### src/rtl/seqcmd_pkg.sv
package seqcmd_pkg;

    localparam int ADDR_W     = 16;
    localparam int PREFIX_LEN = 5;
    localparam int NUM_CMDS   = 7;
    localparam int STEP_W     = $clog2(PREFIX_LEN + 1);

    typedef enum logic [2:0] {
        CMD_NONE   = 3'd0,
        CMD_STORE  = 3'd1,
        CMD_RECALL = 3'd2,
        CMD_PS_OFF = 3'd3,
        CMD_PS_ON  = 3'd4,
        CMD_WA_HI  = 3'd5,
        CMD_WA_MID = 3'd6,
        CMD_WA_LO  = 3'd7
    } cmd_e;

    typedef struct packed {
        logic              rd;
        logic              wr;
        logic [ADDR_W-1:0] addr;
    } access_t;

    // Key address expected at a given position of the shared prefix.
    function automatic logic [ADDR_W-1:0] key_addr(input int unsigned pos);
        logic [ADDR_W-1:0] a;
        case (pos)
            0:       a = 16'h4E38;
            1:       a = 16'hB1C7;
            2:       a = 16'h83E0;
            3:       a = 16'h7C1F;
            4:       a = 16'h703F;
            default: a = 16'h0000;
        endcase
        return a;
    endfunction

    // Command selected by the address of the sixth read.
    function automatic cmd_e final_cmd(input logic [ADDR_W-1:0] a);
        cmd_e c;
        case (a)
            16'h8FC0: c = CMD_STORE;
            16'h4C63: c = CMD_RECALL;
            16'h8B45: c = CMD_PS_OFF;
            16'h4B46: c = CMD_PS_ON;
            16'h0D30: c = CMD_WA_HI;
            16'h4D30: c = CMD_WA_MID;
            16'h2D30: c = CMD_WA_LO;
            default:  c = CMD_NONE;
        endcase
        return c;
    endfunction

endpackage

### src/rtl/seqcmd_tracker.sv
module seqcmd_tracker
    import seqcmd_pkg::*;
(
    input  logic    clk,
    input  logic    rst,
    input  access_t acc,
    output logic    final_rd
);

    localparam logic [STEP_W-1:0] LAST_STEP = STEP_W'(PREFIX_LEN);

    logic [STEP_W-1:0] step_q;
    logic [STEP_W-1:0] step_d;
    logic              key_hit;
    logic              restart_hit;

    assign key_hit     = (acc.addr == key_addr(int'(step_q)));
    assign restart_hit = (acc.addr == key_addr(0));

    always_comb begin
        step_d   = step_q;
        final_rd = 1'b0;
        if (acc.wr) begin
            step_d = '0;
        end else if (acc.rd) begin
            if (step_q == LAST_STEP) begin
                final_rd = 1'b1;
                step_d   = '0;
            end else if (key_hit) begin
                step_d = step_q + 1'b1;
            end else if (restart_hit) begin
                step_d = STEP_W'(1);
            end else begin
                step_d = '0;
            end
        end
    end

    always_ff @(posedge clk) begin
        if (rst) step_q <= '0;
        else     step_q <= step_d;
    end

    assert_write_abort_R6: assert property (@(posedge clk) disable iff (rst)
        acc.wr |=> (step_q == '0));

    assert_final_idle_R8: assert property (@(posedge clk) disable iff (rst)
        (acc.rd && !acc.wr && step_q == LAST_STEP) |=> (step_q == '0));

    assert_restart_key_R7: assert property (@(posedge clk) disable iff (rst)
        (acc.rd && !acc.wr && step_q != LAST_STEP && acc.addr == 16'h4E38)
        |=> (step_q == STEP_W'(1)));

    assert_idle_hold_R10: assert property (@(posedge clk) disable iff (rst)
        (!acc.rd && !acc.wr) |=> $stable(step_q));

    assert_step_range_R8: assert property (@(posedge clk) disable iff (rst)
        step_q <= LAST_STEP);

endmodule

### src/rtl/seqcmd_matcher.sv
module seqcmd_matcher
    import seqcmd_pkg::*;
(
    input  logic                clk,
    input  logic                rst,
    input  logic                final_rd,
    input  logic [ADDR_W-1:0]   addr,
    output cmd_e                fire,
    output logic [NUM_CMDS-1:0] pulse_q
);

    assign fire = final_rd ? final_cmd(addr) : CMD_NONE;

    for (genvar i = 0; i < NUM_CMDS; i++) begin : g_pulse
        localparam cmd_e MY_CMD = cmd_e'(i + 1);
        always_ff @(posedge clk) begin
            if (rst) pulse_q[i] <= 1'b0;
            else     pulse_q[i] <= (fire == MY_CMD);
        end
    end

    assert_one_cmd_R11: assert property (@(posedge clk) disable iff (rst)
        $onehot0(pulse_q));

    assert_single_cycle_R11: assert property (@(posedge clk) disable iff (rst)
        (|pulse_q) |=> !(|pulse_q));

    assert_no_pulse_without_final_R8: assert property (@(posedge clk) disable iff (rst)
        !final_rd |=> (pulse_q == '0));

endmodule

### src/rtl/seqcmd_psflag.sv
module seqcmd_psflag
    import seqcmd_pkg::*;
(
    input  logic clk,
    input  logic rst,
    input  cmd_e fire,
    output logic live_q,
    output logic saved_q
);

    always_ff @(posedge clk) begin
        if (rst) begin
            live_q  <= 1'b1;
            saved_q <= 1'b1;
        end else begin
            case (fire)
                CMD_PS_OFF: live_q  <= 1'b0;
                CMD_PS_ON:  live_q  <= 1'b1;
                CMD_STORE:  saved_q <= live_q;
                default: ;
            endcase
        end
    end

    assert_off_clears_R4: assert property (@(posedge clk) disable iff (rst)
        (fire == CMD_PS_OFF) |=> !live_q);

    assert_on_sets_R4: assert property (@(posedge clk) disable iff (rst)
        (fire == CMD_PS_ON) |=> live_q);

    assert_saved_hold_R9: assert property (@(posedge clk) disable iff (rst)
        (fire != CMD_STORE) |=> $stable(saved_q));

    assert_saved_copy_R9: assert property (@(posedge clk) disable iff (rst)
        (fire == CMD_STORE) |=> (saved_q == $past(live_q)));

endmodule

### src/rtl/seqcmd_decoder.sv
module seqcmd_decoder
    import seqcmd_pkg::*;
(
    input  logic        clk,
    input  logic        rst,
    input  logic        rd_stb,
    input  logic [15:0] rd_addr,
    input  logic        wr_stb,
    output logic        store_pulse,
    output logic        recall_pulse,
    output logic        ps_off_pulse,
    output logic        ps_on_pulse,
    output logic        wa_hi_pulse,
    output logic        wa_mid_pulse,
    output logic        wa_lo_pulse,
    output logic        ps_en_live,
    output logic        ps_en_saved
);

    access_t             acc;
    logic                final_rd;
    cmd_e                fire;
    logic [NUM_CMDS-1:0] pulses;

    assign acc.rd   = rd_stb;
    assign acc.wr   = wr_stb;
    assign acc.addr = rd_addr;

    seqcmd_tracker u_tracker (
        .clk      (clk),
        .rst      (rst),
        .acc      (acc),
        .final_rd (final_rd)
    );

    seqcmd_matcher u_matcher (
        .clk      (clk),
        .rst      (rst),
        .final_rd (final_rd),
        .addr     (acc.addr),
        .fire     (fire),
        .pulse_q  (pulses)
    );

    seqcmd_psflag u_psflag (
        .clk     (clk),
        .rst     (rst),
        .fire    (fire),
        .live_q  (ps_en_live),
        .saved_q (ps_en_saved)
    );

    assign store_pulse  = pulses[int'(CMD_STORE)  - 1];
    assign recall_pulse = pulses[int'(CMD_RECALL) - 1];
    assign ps_off_pulse = pulses[int'(CMD_PS_OFF) - 1];
    assign ps_on_pulse  = pulses[int'(CMD_PS_ON)  - 1];
    assign wa_hi_pulse  = pulses[int'(CMD_WA_HI)  - 1];
    assign wa_mid_pulse = pulses[int'(CMD_WA_MID) - 1];
    assign wa_lo_pulse  = pulses[int'(CMD_WA_LO)  - 1];

    assert_write_same_cycle_R6: assert property (@(posedge clk) disable iff (rst)
        wr_stb |=> !(store_pulse | recall_pulse | ps_off_pulse | ps_on_pulse |
                     wa_hi_pulse | wa_mid_pulse | wa_lo_pulse));

endmodule

### config.mk
export PLATFORM = sky130hd
export DESIGN_NAME = seqcmd_decoder
export DESIGN_NICKNAME = d
export VERILOG_FILES = /design/src/rtl/seqcmd_pkg.sv /design/src/rtl/seqcmd_tracker.sv /design/src/rtl/seqcmd_matcher.sv /design/src/rtl/seqcmd_psflag.sv /design/src/rtl/seqcmd_decoder.sv
export SDC_FILE = /design/constraint.sdc
export NUM_CORES = 1
export LEC_CHECK = 0
export CAP_MARGIN = 20
export CORE_ASPECT_RATIO = 0.8
export CORE_MARGIN = 3
export CORE_UTILIZATION = 50
export CTS_CLUSTER_SIZE = 20
export DETAILED_ROUTE_END_ITERATION = 16
export HOLD_SLACK_MARGIN = 0.08
export PLACE_DENSITY = 0.84
export SLEW_MARGIN = 20
export SYNTH_ARGS = -nofsm -noshare
export SYNTH_HDL_FRONTEND = slang
export SYNTH_SLANG_ARGS = --single-unit
### constraint.sdc
create_clock -name clk -period 3.9 [get_ports clk]
set_input_delay 0.585 -clock clk [delete_from_list [all_inputs] [get_ports clk]]
set_output_delay 0.585 -clock clk [all_outputs]
set_load 0.005 [all_outputs]
### Yosys cells after proc, flatten, opt, wreduce, memory -nomap -nowiden

Index checks and enable logic that the tools add are counted.

* word-level logic and storage cells: 45
* bits in registers: 12
* output and inout port bits: 9

* add/subtract/negate cells: 1
* muxes and demuxes: 10
* eq/ne operators: 21
* reductions and logical operators: 3

Operators by type and width (count)
* $pmux 16 s5: 1
* $eq 16x15->1 const B: 4
* $eq 16x16->1 const B: 2
* $pmux 3 s7: 1
* $eq 3x3->1 const B: 6
* $eq 16x12->1 const B: 1
* $eq 16x14->1 const B: 1
* $eq 16x16->1: 1
* $eq 3x2->1 const B: 4
* $mux 3: 3
* $eq 3x1->1 const B: 2
* $mux 1: 4
* $add 3x1->3 const B: 1
* $logic_not 3->1: 1
* $pmux 1 s2: 1
* $reduce_bool 2->1: 1
* $reduce_or 2->1: 1

### Depth between registers and ports, before layout

Gate-level depths: netlist (run 1).

* word-level depth: 7
* gate-level depth with buffers: 8
* depth with buffers taken out: 7

### Cells and area by module

Synthesis (run 1) repeated with hierarchy kept, for this count alone.

* cell total of the unflattened synthesis: 126
* area, all modules: 1063.5 um2

By module, submodules not included
* seqcmd_tracker: area an instance 495.5 um2, instances 1, cells each 65
* seqcmd_matcher: area an instance 475.5 um2, instances 1, cells each 50
* seqcmd_psflag: area an instance 92.6 um2, instances 1, cells each 11

### Worst setup path after synthesis (run 1)

No wires, ideal clock.

* kind: input-to-reg
* from: input rd_addr[0]
* to: register u_matcher.pulse_q[5]
* arrival: 1.987 ns
* slack: 1.852 ns
* setup time: 0.061 ns
* stages on the path: 5
* data required time: 3.839 ns
* cells stage by stage: or4bb_1 > or4_4 > a21oi_2 > o21bai_2 > and4bb_1

* word-level cells in the longest chain between the ends: 4

Ends and longest elaborated chain
* start: declaration: RTL line seqcmd_decoder.sv:7 `input logic [15:0] rd_addr,`
* $eq 16x14->1, or another cell as far along: RTL line seqcmd_pkg.sv:42 `case (a)`
* $pmux 3 s7 (*): RTL line seqcmd_pkg.sv:42
* $mux 3 (*): RTL line seqcmd_matcher.sv:12 `assign fire = final_rd ? final_cmd(addr) : CMD_NONE;`
* $eq 3x3->1 (*): RTL line seqcmd_matcher.sv:18 `else pulse_q[i] <= (fire == MY_CMD);`
* end signal: indexed assignment: RTL line seqcmd_matcher.sv:18
* end: declaration: RTL line seqcmd_matcher.sv:9 `output logic [NUM_CMDS-1:0] pulse_q`

Every way passes the cells marked *; elsewhere a longest branch is shown, timed or not.
A chain may end at the register's enable or synchronous reset.

### Final worst setup path (run 1)

* from: input rd_addr[0]
* to: register u_matcher.pulse_q[6]

The elaborated chain is that of the path after synthesis.

==> results_dict.tcl, run 1 <==
set metrics [dict create \
    dieArea_um2 2560 \
    cp-end-kind "register" \
    design.core.area_um2 1740 \
    dr.first_iter.drc_count 54 \
    syn_avg_cell_area_um2 8.27 \
    rsz0062_at_grt "false" \
    syn_area_um2 992 \
    worst_pin_slew_ps 516 \
    yosys_warnings 0 \
    clockBufferDepth 2 \
    arrival_ps 2780 \
    cts-htree-levels 1 \
    power_density_nw_per_um2 186 \
    cts_resized 0 \
    nets 176 \
    crit_fanout 7 \
    switching_share 0.251 \
    syn_nets 145 \
    placedCellCount 168 \
    die_h_um 45.8 \
    ys_seq_area_frac 0.242 \
    clk_pin_slew_ps 70 \
    antenna_cells 0 \
    firstDrtPassIters 5 \
    hold_path.class "register to register" \
    slew_viol_final 0 \
    syn2layout_area_growth_pct 32.5 \
    grt_pass1_wl_mm 4.70 \
    rows 13 \
    clk_latency_ps 270 \
    ir_worst_vdd_mv 0.172 \
    seqPwrFrac 0.500 \
    root_buffer "clkbuf_4" \
    p_comb_frac 0.195 \
    synthDistinctLibCells 44 \
    p_sw_w 0.0000615 \
    post-place-ws_ps 1140 \
    finalSetupTns_ps 0 \
    p_leak_nw 0.483 \
    clock_skew_ps 4.12 \
    hold_buffers 0 \
    internal_power_w 0.000183 \
    fp.dieW_um 55.8 \
    total_power_w 0.000245 \
    post_cts_buffers 0 \
    max_slew_margin 0.651 \
    min_period_over_period 0.659 \
    critPathSlowestCell "clkdlybuf4s50_1" \
    via_count 1115 \
    timing.final.ws_setup_ps 1330 \
    numCtsBuffers 3 \
    finalHoldViolCount 0 \
    path_buf_inv 1 \
    ys_ff_latch 12 \
    cts_tree "built" \
    gr-total-overflow 0 \
    startpoint_type "input port" \
    max_freq_ghz 0.389 \
    clock_power_share 0.305 \
    antenna_found_initial 0 \
    path_cells "clkdlybuf4s50_1, nor3_1, nand4_1, or3_1, nand3_1, and4b_1" \
    antenna_left 0 \
    gp_congestion 0.906 \
    fin_cells 171 \
    grt_usage 0.234 \
    post-route-min-period_ps 2570 \
    slowest_delay_ps 480 \
    drive_gt1_frac 0.0671 \
    syn_inst 120 \
    required_ps 4110 \
    cts.sinks 12 \
    maxCapViolCount 0 \
    avgViaCountPerCell 6.52 \
    ioPinCount 29 \
    routedWlPerCell_um 16.3 \
    initial_core_util 0.570 \
    grt_max_degree 10 \
    path_delay_family "simple AND/OR/NAND/NOR gates" \
    worst_hold_slack_ps 515 \
    grt_pass1_vias 1025 \
    dp_hpwl_mm 2.26 \
    drc 0 \
    status "finished clean" \
    wirelength_mm 2.78 \
    path_class "input port to register" \
    setup_viol 0 \
    portBuffers 28 \
]
[worst paths after layout]
check	start	to	slack [ps]	depth (start not counted)
setup reg to reg	u_tracker.step_q[0]	u_tracker.step_q[0]	1850	7
hold reg to reg	u_tracker.step_q[1]	u_tracker.step_q[1]	520	2
hold / removal	u_tracker.step_q[1]	u_tracker.step_q[1]	520	2
setup / recovery	rd_addr[0]	u_matcher.pulse_q[6]	1330	6
[flip-flops by register name, indices dropped and copies added, names as in the netlist]
signal,count
u_tracker.step_q,3
u_matcher.pulse_q,7
u_psflag.saved_q,1
u_psflag.live_q,1
[cell type report]
cell class / count / area (um^2)
Clock buffer: 3 / 22.5
Fill cell: 134 / 425
Inverter: 4 / 15.0
Timing Repair Buffer: 28 / 280
Sequential cell: 12 / 240
Multi-Input combinational cell: 102 / 729
Tap cell: 22 / 27.5
[power groups by stage]
stage	logic [W]	registers (W)	clock network, W
floorplan	0.0000152	0.000125	0
CTS	0.0000467	0.000122	0.0000761
global placement	0.0000449	0.000125	0
global route	0.0000519	0.000122	0.0000828
detailed placement	0.0000466	0.000125	0
finish	0.0000477	0.000122	0.0000745
[metal layers]
layer / track usage / routed length (um) / vias up
met4: 0.0340 / 8 / 0
met2: 0.429 / 1350 / 61
met1: 0.295 / 1200 / 509
li1: - / - / 543
met5: 0 / 0 / -
met3: 0.0453 / 229 / 2
[cell usage after synthesis]
library cell	n	share of area
a211o_1	1	0.0088
a211oi_1	4	0.030
a21boi_0	1	0.0076
a21oi_1	1	0.0050
a21oi_2	1	0.0088
a31oi_1	2	0.013
a41oi_1	1	0.0088
and3_1	4	0.025
and3b_1	1	0.0088
and4_1	2	0.018
and4b_1	2	0.020
and4bb_1	1	0.013
and4bb_2	2	0.025
clkbuf_1	2	0.0076
dfxtp_1	12	0.24
ha_1	5	0.063
inv_1	4	0.015
mux2i_1	4	0.040
nand2_1	10	0.038
nand2b_1	1	0.0063
nand3_1	4	0.020
nand3b_1	1	0.0076
nand4_1	3	0.019
nand4b_1	3	0.026
nor2_1	8	0.030
nor2b_1	1	0.0063
nor3_1	5	0.025
nor3b_1	1	0.0076
nor4_1	7	0.044
nor4b_1	1	0.0088
nor4b_2	1	0.015
o2111ai_1	2	0.018
o211ai_1	1	0.0076
o21ai_0	5	0.025
o21bai_1	2	0.015
o21bai_2	1	0.011
o31ai_1	2	0.015
or3_1	4	0.025
or3b_4	1	0.011
or4_1	2	0.015
or4_4	1	0.011
or4b_1	1	0.010
or4bb_1	1	0.011
xnor2_1	1	0.0088
[cells in the final DEF (no fill, tap or decap), types with 5 or more instances in the layout]
master           netlist  layout
ha_1                   5       5
nor3_1                 5       5
clkdlybuf4s50_1        0      28
nor4_1                 7       7
dfxtp_1               12      12
nor2_1                 8       8
o21ai_0                5       5
nand2_1               10      10
[worst register-to-register path: stages (launching register included)]
cell and delay, ps:
dfxtp_1 410, inv_1 90, ha_1 250, o21bai_1 210, mux2i_1 120, a211oi_1 410, a41oi_1 170, a211o_1 290
[cell families (layout without fill, tap and decap cells)]
group	Yosys count	count (layout)	share of synthesized area
flops	12	12	0.242
mux	4	4	0.0404
buf+inv	6	35	0.0227
compound gates	24	24	0.174
simple gates	68	68	0.449
fa+ha+maj	5	5	0.0631
xor+xnor	1	1	0.00883
[per-stage QoR]
step                      utilization  cell area, um^2
after floorplan                     -              992
after global placement          0.743             1290
after detailed placement        0.743             1290
after CTS                       0.756             1320
after global routing            0.756             1320
final                           0.756             1320
(Power assumes the default switching activity.)
==> run 2: changes to the inputs <==
--- a/config.mk
+++ b/config.mk
@@ -8,11 +8,11 @@
 export CAP_MARGIN = 20
 export CORE_ASPECT_RATIO = 0.8
 export CORE_MARGIN = 3
-export CORE_UTILIZATION = 50
+export CORE_UTILIZATION = 42
 export CTS_CLUSTER_SIZE = 20
 export DETAILED_ROUTE_END_ITERATION = 16
 export HOLD_SLACK_MARGIN = 0.08
-export PLACE_DENSITY = 0.84
+export PLACE_DENSITY = 0.75
 export SLEW_MARGIN = 20
 export SYNTH_ARGS = -nofsm -noshare
 export SYNTH_HDL_FRONTEND = slang
==> constraint.sdc (replaced) <==
create_clock -name clk -period 2.22 [get_ports clk]
set_input_delay 0.333 -clock clk [delete_from_list [all_inputs] [get_ports clk]]
set_output_delay 0.333 -clock clk [all_outputs]
set_load 0.005 [all_outputs]
==> run 2 against run 1 <==
Total power rose by 100%. Clock-buffer cell count up 1. Largest cell class unchanged. Worst hold slack improved by 11 ps. Critical endpoint is now u_matcher.pulse_q[5]. Clock power up 130%. Largest power group unchanged.
==> results_dict.tcl, run 2 (synthesis results as in run 1) <==
set metrics [dict create \
    setup_viol 0 \
    clk_latency_ps 270 \
    slew_viol_final 0 \
    p_leak_nw 0.596 \
    fp.dieW_um 60.3 \
    gp_congestion 0.842 \
    cts_resized 0 \
    rrSetupSlack_ps 180 \
    final_util 0.682 \
    root_buffer "clkbuf_4" \
    max_freq_ghz 0.490 \
    via_count 1219 \
    reg2reg_to "u_tracker.step_q[0]" \
    antenna_cells 0 \
    hold_path.class "register to register" \
    portBuffers 28 \
    post_cts_buffers 0 \
    dieArea_um2 2990 \
    r2r-start "u_tracker.step_q[0]" \
    dr.first_iter.drc_count 102 \
    final_cell_mix "clkdlybuf4s50_1 (28), buf_4 (22), dfxtp_1 (12), nand2_1 (10), nor2_1 (8)" \
    arrival_ps 2260 \
    cts-htree-levels 1 \
    hold_buffers 0 \
    avgViaCountPerCell 6.19 \
    dp_hpwl_mm 2.46 \
    grt_usage 0.218 \
    numCtsBuffers 3 \
    fill_cells 191 \
    cts.sinks 12 \
    layout_commonest_cell "clkdlybuf4s50_1" \
    drc 0 \
    ir_worst_vdd_mv 0.331 \
    max_slew_margin 0.737 \
    crit_start "rd_addr[6]" \
    endpoint "u_matcher.pulse_q[5]" \
    path_class "input port to register" \
    gr-total-overflow 0 \
    initial_core_util 0.452 \
    rows 15 \
    worst_hold_slack_ps 526 \
    place_area_um2 1460 \
    top_register "u_matcher.pulse_q" \
    grt_max_degree 9 \
    nets 198 \
    slowest_delay_ps 470 \
    worst_pin_slew_ps 389 \
    min_period_over_period 0.920 \
    syn2layout_area_growth_pct 50.9 \
    status "finished clean" \
    clock_skew_ps 1.83 \
    clk_pin_slew_ps 80 \
    drive_gt1_frac 0.192 \
    rsz0062_at_grt "false" \
    cp-end-kind "register" \
    largest_register_ffs 7 \
    critPathSlowestCell "clkdlybuf4s50_1" \
    power_density_nw_per_um2 330 \
    finalHoldViolCount 0 \
    firstDrtPassIters 4 \
    maxCapViolCount 0 \
    clockBufferDepth 2 \
    required_ps 2430 \
    path_cells "clkdlybuf4s50_1, or4bb_1, or4_4, a21oi_2, o21bai_2, and4bb_1" \
    ff2ff_path_depth 7 \
    wirelength_mm 2.90 \
    startpoint_type "input port" \
    cts_tree "built" \
    die_h_um 49.5 \
    antenna_found_initial 0 \
    post-route-min-period_ps 2040 \
    grt_pass1_vias 1085 \
    post-route-cell-area_um2 1500 \
    ioPinCount 29 \
    reg_top3 "u_matcher.pulse_q: 7 flops, u_tracker.step_q: 3 flops" \
    routedWlPerCell_um 14.7 \
    antenna_left 0 \
    crit_fanout 5 \
    design.core.area_um2 2200 \
    grt_pass1_wl_mm 5.09 \
]
==> run 2: power breakdown <==
| group | switching [W] | internal [W] |
|---|---|---|
| Sequential | 0.000000000275 | 0.000215 |
| Clock | 0.0000740 | 0.0000995 |
| Combinational | 0.0000430 | 0.0000628 |
==> run 2: worst max-delay path: cells and delay by family <==
family / cells / cell delay (ps)
AO/OA/AOI/OAI: 2 / 260
buffers and inverters: 1 / 470
AND/OR/NAND/NOR: 3 / 1180
==> run 2: final cells by class <==
| cell class | instances | area, um^2 | area share |
|---|---|---|---|
| multi-input combinational | 102 | 729 | 0.487 |
| inverter | 4 | 15.0 | 0.0100 |
| clock buffer | 4 | 36.3 | 0.0242 |
| tap | 25 | 31.3 | 0.0209 |
| timing repair buffer | 50 | 445 | 0.297 |
| sequential | 12 | 240 | 0.160 |
==> run 2: how the worst min path moves through the flow <==
stage	slack, ps	from	depth (start not counted)	to
after floorplan	470	u_tracker.step_q[1]	2	u_tracker.step_q[1]
after global placement	490	u_tracker.step_q[1]	2	u_tracker.step_q[1]
after detailed placement	520	u_tracker.step_q[1]	2	u_tracker.step_q[1]
after CTS	530	u_tracker.step_q[1]	2	u_tracker.step_q[1]
after global routing	560	u_tracker.step_q[1]	2	u_tracker.step_q[1]
final	530	u_tracker.step_q[1]	2	u_tracker.step_q[1]
==> run 2: per-stage QoR <==
step           std cells  setup slack, ps  power [W]  TNS [ps]
3_3_place_gp         193            -72.6   0.000321      -309
2_1_floorplan        120              279   0.000247         0
6_report             197              178   0.000494         0
4_1_cts              197              168   0.000494         0
3_5_place_dp         193             -113   0.000324      -620
5_1_grt              197             19.8   0.000520         0
==> run 2: layer usage <==
metal	vias to the layer above	GRT usage	part of all wire	wire (um)
met2	53	0.342	0.48	1380
met4	0	0.0295	0.0093	27
met3	4	0.0419	0.076	221
met1	574	0.313	0.44	1270
met5	-	0	0	0
li1	588	-	-	-
==> run 3: changes to the inputs <==
--- a/config.mk
+++ b/config.mk
@@ -13,7 +13,6 @@
 export DETAILED_ROUTE_END_ITERATION = 16
 export HOLD_SLACK_MARGIN = 0.08
 export PLACE_DENSITY = 0.75
-export SLEW_MARGIN = 20
 export SYNTH_ARGS = -nofsm -noshare
 export SYNTH_HDL_FRONTEND = slang
 export SYNTH_SLANG_ARGS = --single-unit
==> results of run 3 <==
Final layout, timing and power as in run 2 (identical DEF).
